File: config.mk
export PLATFORM = sky130hd
export DESIGN_NAME = tilecast_top
export DESIGN_NICKNAME = d
export VERILOG_FILES = /design/src/rtl/tilecast_pkg.sv /design/src/rtl/tilecast_store.sv /design/src/rtl/tilecast_shifter.sv /design/src/rtl/tilecast_gap.sv /design/src/rtl/tilecast_top.sv
export SDC_FILE = /design/constraint.sdc
export NUM_CORES = 2
export LEC_CHECK = 0
export BUFFER_PORTS_ARGS = -buffer_cell sky130_fd_sc_hd__buf_2
export CAP_MARGIN = 20
export CORE_ASPECT_RATIO = 0.8
export CORE_MARGIN = 1.5
export CORE_UTILIZATION = 63
export CTS_CLUSTER_DIAMETER = 120
export DETAILED_ROUTE_END_ITERATION = 7
export GPL_ROUTABILITY_DRIVEN = 0
export GPL_TIMING_DRIVEN = 0
export PLACE_DENSITY = 0.75
export SLEW_MARGIN = 15
export SYNTH_ARGS = -nofsm -noshare
export SYNTH_HDL_FRONTEND = slang
export SYNTH_HIERARCHICAL = 1
export SYNTH_SLANG_ARGS = --single-unit
File: constraint.sdc
create_clock -name clk -period 4.4 [get_ports clk]
set_input_delay 0.88 -clock clk [delete_from_list [all_inputs] [get_ports clk]]
set_output_delay 0.88 -clock clk [all_outputs]
set_load 0.02 [all_outputs]
File: src/rtl/tilecast_pkg.sv
// Shared types and fixed layout constants for the serial tile broadcaster.
// Assumes tiles of one identifier byte plus eight row bytes.
package tilecast_pkg;

    // Control states of the broadcaster sequencer
    typedef enum logic [2:0] {
        ST_INIT    = 3'd0,
        ST_SETUP   = 3'd1,
        ST_START   = 3'd2,
        ST_LASTBIT = 3'd3,
        ST_BYTE    = 3'd4,
        ST_PAUSE   = 3'd5
    } tc_state_e;

    localparam int ROWS_PER_TILE = 8;
    localparam int TILE_BYTES    = ROWS_PER_TILE + 1;

endpackage

File: src/rtl/tilecast_store.sv
// Frame store: one synchronous write port, one combinational read port.
// Assumes the contents need no reset; they are loaded through the write port.
module tilecast_store #(
    parameter int ADDR_W = 8,
    parameter int DATA_W = 8
) (
    input  logic              clk,
    input  logic              wr_en,
    input  logic [ADDR_W-1:0] wr_addr,
    input  logic [DATA_W-1:0] wr_data,
    input  logic [ADDR_W-1:0] rd_addr,
    output logic [DATA_W-1:0] rd_data
);
    localparam int DEPTH = 1 << ADDR_W;

    logic [DATA_W-1:0] mem [DEPTH];

    // Store the write data on a strobed edge
    always_ff @(posedge clk) begin
        if (wr_en) begin
            mem[wr_addr] <= wr_data;
        end
    end

    assign rd_data = mem[rd_addr];

endmodule

File: src/rtl/tilecast_shifter.sv
// Byte serializer: parallel load, MSB-first shift, bit position counter.
// Assumes load and shift are never asserted together.
module tilecast_shifter #(
    parameter int DATA_W = 8
) (
    input  logic              clk,
    input  logic              rst_n,
    input  logic              load,
    input  logic [DATA_W-1:0] load_val,
    input  logic              shift,
    output logic              msb,
    output logic              pre_last,
    output logic [$clog2(DATA_W)-1:0] bit_idx
);
    localparam int BIT_W = $clog2(DATA_W);

    logic [DATA_W-1:0] sh_q;
    logic [BIT_W-1:0]  cnt_q;

    // Load a new byte or move the next bit into the MSB position
    always_ff @(posedge clk) begin
        if (!rst_n) begin
            sh_q  <= '0;
            cnt_q <= '0;
        end else if (load) begin
            sh_q  <= load_val;
            cnt_q <= '0;
        end else if (shift) begin
            sh_q  <= {sh_q[DATA_W-2:0], 1'b0};
            cnt_q <= cnt_q + 1'b1;
        end
    end

    assign msb      = sh_q[DATA_W-1];
    assign pre_last = (cnt_q == BIT_W'(DATA_W - 2));
    assign bit_idx  = cnt_q;

endmodule

File: src/rtl/tilecast_gap.sv
// Idle gap timer: counts cycles while running, flags the final pause cycle.
// Assumes the sequencer spends one extra low cycle in setup, so the
// pause itself lasts GAP_BITS-1 cycles.
module tilecast_gap #(
    parameter int GAP_BITS = 100
) (
    input  logic clk,
    input  logic rst_n,
    input  logic run,
    output logic done
);
    localparam int CNT_W = $clog2(GAP_BITS);

    logic [CNT_W-1:0] cnt_q;

    // Count while running, hold at zero otherwise
    always_ff @(posedge clk) begin
        if (!rst_n || !run) begin
            cnt_q <= '0;
        end else begin
            cnt_q <= cnt_q + 1'b1;
        end
    end

    assign done = run && (cnt_q == CNT_W'(GAP_BITS - 2));

endmodule

File: src/rtl/tilecast_top.sv
// Serial tile broadcaster top: sequencer, tile address counter, and the
// store, serializer and gap timer. Sends 0xFF, id, rows 0..7 per tile, then a
// low gap, cycling through tile bases 0, 9, ... LAST_BASE forever.
// Assumes LAST_BASE is a multiple of 9 and GAP_BITS >= 2.
module tilecast_top
    import tilecast_pkg::*;
#(
    parameter int              ADDR_W     = 8,
    parameter int              DATA_W     = 8,
    parameter int              LAST_BASE  = 18,
    parameter int              GAP_BITS   = 100,
    parameter logic [DATA_W-1:0] START_CODE = '1
) (
    input  logic              clk,
    input  logic              rst_n,
    input  logic              mode_in,
    input  logic              wr_en,
    input  logic [ADDR_W-1:0] wr_addr,
    input  logic [DATA_W-1:0] wr_data,
    output logic              tx_line,
    output logic              mode_out
);
    localparam int IDX_W = $clog2(TILE_BYTES + 1);
    localparam int BIT_W = $clog2(DATA_W);

    tc_state_e         state;
    logic [ADDR_W-1:0] base;
    logic [IDX_W-1:0]  idx;
    logic [ADDR_W-1:0] rd_addr;
    logic [DATA_W-1:0] rd_data;
    logic              sh_load;
    logic              sh_shift;
    logic [DATA_W-1:0] sh_val;
    logic              sh_msb;
    logic              sh_pre_last;
    logic [BIT_W-1:0]  bit_idx;
    logic              gap_done;
    logic              rec_done;

    assign rec_done = (idx == IDX_W'(TILE_BYTES));
    assign rd_addr  = base + ADDR_W'(idx);
    assign sh_load  = (state == ST_SETUP) || (state == ST_LASTBIT && !rec_done);
    assign sh_shift = (state == ST_START) || (state == ST_BYTE);
    assign sh_val   = (state == ST_SETUP) ? START_CODE : rd_data;

    tilecast_store #(.ADDR_W(ADDR_W), .DATA_W(DATA_W)) u_store (
        .clk     (clk),
        .wr_en   (wr_en),
        .wr_addr (wr_addr),
        .wr_data (wr_data),
        .rd_addr (rd_addr),
        .rd_data (rd_data)
    );

    tilecast_shifter #(.DATA_W(DATA_W)) u_shift (
        .clk      (clk),
        .rst_n    (rst_n),
        .load     (sh_load),
        .load_val (sh_val),
        .shift    (sh_shift),
        .msb      (sh_msb),
        .pre_last (sh_pre_last),
        .bit_idx  (bit_idx)
    );

    tilecast_gap #(.GAP_BITS(GAP_BITS)) u_gap (
        .clk   (clk),
        .rst_n (rst_n),
        .run   (state == ST_PAUSE),
        .done  (gap_done)
    );

    // Sequence framing byte, tile bytes and gap; advance and wrap the tile base
    always_ff @(posedge clk) begin
        if (!rst_n) begin
            state <= ST_INIT;
            base  <= '0;
            idx   <= '0;
        end else begin
            case (state)
                ST_INIT: state <= ST_SETUP;
                ST_SETUP: begin
                    state <= ST_START;
                    idx   <= '0;
                end
                ST_START, ST_BYTE: begin
                    if (sh_pre_last) begin
                        state <= ST_LASTBIT;
                    end
                end
                ST_LASTBIT: begin
                    if (rec_done) begin
                        state <= ST_PAUSE;
                    end else begin
                        state <= ST_BYTE;
                        idx   <= idx + 1'b1;
                    end
                end
                ST_PAUSE: begin
                    if (gap_done) begin
                        state <= ST_SETUP;
                        base  <= (base == ADDR_W'(LAST_BASE)) ? '0
                               : base + ADDR_W'(TILE_BYTES);
                    end
                end
                default: state <= ST_INIT;
            endcase
        end
    end

    // Forward the mode level to the receivers one cycle later
    always_ff @(posedge clk) begin
        if (!rst_n) begin
            mode_out <= 1'b0;
        end else begin
            mode_out <= mode_in;
        end
    end

    assign tx_line = (state == ST_START || state == ST_BYTE || state == ST_LASTBIT)
                     ? sh_msb : 1'b0;

endmodule

==> flow_summary.json <==
{
  "start_util": 0.638,
  "cts_sinks": 2082,
  "met2_usage": 0.507,
  "power.switching_mw": 9.27,
  "p_int_mw": 32.1,
  "dr_total_vias": 44800,
  "final_cell_mix": "edfxtp_1, mux4_2, nor2_1, clkbuf_16, mux2i_1",
  "cts_root_buf": "clkbuf_16",
  "hold_path_depth": 2,
  "path_max_fanout": 10,
  "drive_above_1_share": 0.271,
  "slew_headroom": 0.131,
  "p_sw_frac": 0.224,
  "clk_latency_ns": 0.82,
  "ys_seq_area_frac": 0.764,
  "worstPathArrival_ns": 5.22,
  "synthAdderAreaFrac": 0.00209,
  "core_um2": 128000,
  "synth_top_family_by_area": "multiplexers",
  "r2r_setup_slack_ns": -0.10,
  "portBuffers": 16,
  "synthMuxAreaShare": 0.144,
  "clk_path_buf_depth": 3,
  "fillers": 7278,
  "remaining_drc_errors": 4,
  "grt_overflow": 0,
  "p_comb_frac": 0.083,
  "finalMaxSlewViolations": 0,
  "cts_hold_buf": 0,
  "finalHoldViolCount": 0,
  "drt_iter0_drc": 9004,
  "first_global_vias": 42700,
  "tightest_slew_ns": 1.30,
  "yosys.area_share.simple": 0.0322,
  "synthFlopType": "edfxtp_1",
  "min_to": "mode_out",
  "status": "finished, violations left",
  "grt_pass1_wl_um": 332000,
  "io_pins": 22,
  "sequentialPowerShare": 0.529,
  "layout_setup_ws_ns": -0.102,
  "yosys_warnings": 6,
  "die_area_um2": 131000,
  "rows": 117,
  "setup_viol": 8,
  "cp.required_ns": 5.12,
  "cp-end-kind": "flop",
  "power_mw": 41.4,
  "synth_edf_count": 2048,
  "fp.dieH_um": 324,
  "synth-async-reset-ratio": 0,
  "leakagePower_nw": 27.7,
  "vias_per_cell": 7.37,
  "rsz0062_at_grt": "yes",
  "track_usage": 0.373,
  "cts-htree-levels": 4,
  "antenna_left": 0,
  "grt_max_degree": 146,
  "syn_inst": 3944,
  "multi_input_area_um2": 18900,
  "hold_path_class": "input pin to flop",
  "final_nets": 4220,
  "synth-seq-cells": 2082,
  "p_clk_frac": 0.387,
  "timing.fmax_ghz": 0.222,
  "wire_per_inst_um": 39.8,
  "syn_to_final_growth_pct": 13.3,
  "clk_pin_slew_ns": 0.07,
  "grtUsageMet3": 0.165,
  "critical_path_class": "flop to flop",
  "drt-pass1-iter-count": 8,
  "cap_violations": 0,
  "worst_clock_skew_ns": 0.0220,
  "routed_wl_um": 242000,
  "synth-compound-area-share": 0.0367,
  "holdCritStartpoint": "mode_in",
  "violations": "DRC, setup timing",
  "gr-usage-met1": 0.516,
  "min_period_ns": 4.50,
  "finish.utilization": 0.722,
  "yosysUniqueCellTypes": 76,
  "syn-cell-area_um2": 81400,
  "synth_fp_nets": 3977,
  "tns_ns": -0.462,
  "min_period_over_period": 1.02,
  "die_width_um": 405,
  "power_density_nw_per_um2": 449,
  "synth_area_per_cell_um2": 20.6,
  "cts_made_buffers": 187,
  "synth-xor-area-share": 0.00194,
  "rr_endpoint": "u_shift/sh_q[3]",
  "final_common_cell": "edfxtp_1",
  "cts_tree": "done",
  "regArea_um2": 62200,
  "irDropWorstVdd_v": 0.000474,
  "worst_setup_path_start_kind": "flop",
  "worst_r2r_path_depth": 14,
  "antenna_found_initial": 11,
  "worstReg2RegStart": "base[2]",
  "post-dp-hpwl_um": 157000,
  "grt-busiest-layer": "met1"
}
-- kinds of logic after synthesis --
group,count (synthesis)
AND/OR/NAND/NOR,556
AO/OA/AOI/OAI,424
multiplexers,600
buffers and inverters,251
flip-flops,2082
XOR/XNOR,18
adder cells (fa/ha/maj),13
-- layout make-up --
| class | count | area share |
|---|---|---|
| antenna | 10 | 0.000271 |
| buffer | 233 | 0.0224 |
| clock buffer | 233 | 0.0533 |
| clock inverter | 115 | 0.0112 |
| inverter | 11 | 0.000461 |
| multi-input combinational | 1611 | 0.205 |
| sequential | 2082 | 0.674 |
| tap | 1725 | 0.0234 |
| timing repair buffer | 61 | 0.00943 |
-- through the flow --
step	setup WS [ns]	area [um2]	instances	hold slack [ns]
finish	-0.102	92200	6081	0.265
global route	-0.126	92200	6073	0.258
CTS	0.00267	91800	6065	0.219
detailed placement	-2.18	84300	5713	0.468
global placement	-2.22	83600	5685	0.458
floorplan	0.588	81400	3944	0.440
-- power by group through the flow --
stage / sequential (mW) / clock, mW / combinational (mW)
floorplan: 22.3 / 0 / 2.01
global placement: 22.4 / 0 / 3.14
detailed placement: 22.3 / 0 / 3.26
CTS: 21.9 / 16.1 / 3.33
global route: 21.9 / 16.8 / 3.53
finish: 21.9 / 16.0 / 3.44
-- what timing repair did --
action	CTS	global route
setup buffers	10	5
resized for setup	378	100
gates cloned	1	0
pin swaps	17	26
endpoints found under the setup margin	8	8
-- sequential cells by signal, summed over array words and instances, names as in the netlist --
signal	cells
u_store/mem	2048
base	8
u_shift/sh_q	8
u_gap/cnt_q	7
idx	4
state	3
u_shift/bit_idx	3
mode_out	1
-- layer usage --
metal	routed length (um)	up-vias
li1	-	16900
met1	82100	22800
met2	101000	4195
met3	43200	865
met4	15300	16
met5	333	-
-- cell usage after synthesis, types with 5 or more instances --
cell	instances	share of area
buf_6	24	0.0033
a211oi_1	20	0.0018
o211ai_1	11	0.0010
mux2i_1	136	0.017
inv_1	10	0.00046
ha_1	12	0.0018
nand2_1	45	0.0021
clkbuf_1	111	0.0051
o22a_1	5	0.00054
nand3_1	39	0.0024
nor3_1	23	0.0014
nor3b_1	5	0.00046
dfxtp_1	34	0.0084
o21ai_0	18	0.0011
a31oi_1	5	0.00038
nand4_1	11	0.00085
buf_1	22	0.0010
buf_4	28	0.0026
buf_2	33	0.0020
edfxtp_1	2048	0.76
nor4_1	25	0.0019
o22ai_1	28	0.0022
nor2b_1	36	0.0028
xor2_1	6	0.00065
mux2_2	8	0.0011
buf_12	8	0.0020
buf_8	13	0.0024
a22oi_1	133	0.012
nor2_1	308	0.014
xnor2_1	12	0.0013
a21oi_1	104	0.0064
a221oi_1	13	0.0014
o221ai_1	46	0.0049
mux4_2	454	0.13
and2_1	9	0.00069
a22o_1	8	0.00086
nand2b_1	17	0.0013
or2_2	12	0.00092
o211a_1	7	0.00086
-- critical path, stage by stage, from the launching register on --
cell,delay (ns)
dfxtp_1,0.45
ha_2,0.37
o21ai_0,0.18
nor2_1,0.11
nor2_2,0.30
buf_4,0.35
buf_4,0.37
mux4_2,0.42
a22oi_1,0.25
a31oi_2,0.23
nor4_4,0.63
nor4_4,0.15
or2_2,0.31
nand2b_1,0.13
o211a_1,0.12
-- worst max path at each step --
stage	slack, ns	endpoint	from	cells past startpoint
2_1_floorplan	0.59	u_shift/sh_q[7]	idx[0]	18
3_3_place_gp	-2.22	u_shift/sh_q[3]	idx[0]	16
3_5_place_dp	-2.18	u_shift/sh_q[4]	idx[0]	18
4_1_cts	0.003	u_shift/sh_q[6]	idx[0]	13
5_1_grt	-0.13	u_shift/sh_q[6]	base[2]	16
6_report	-0.10	u_shift/sh_q[3]	base[2]	14
(Power assumes the default switching activity.)
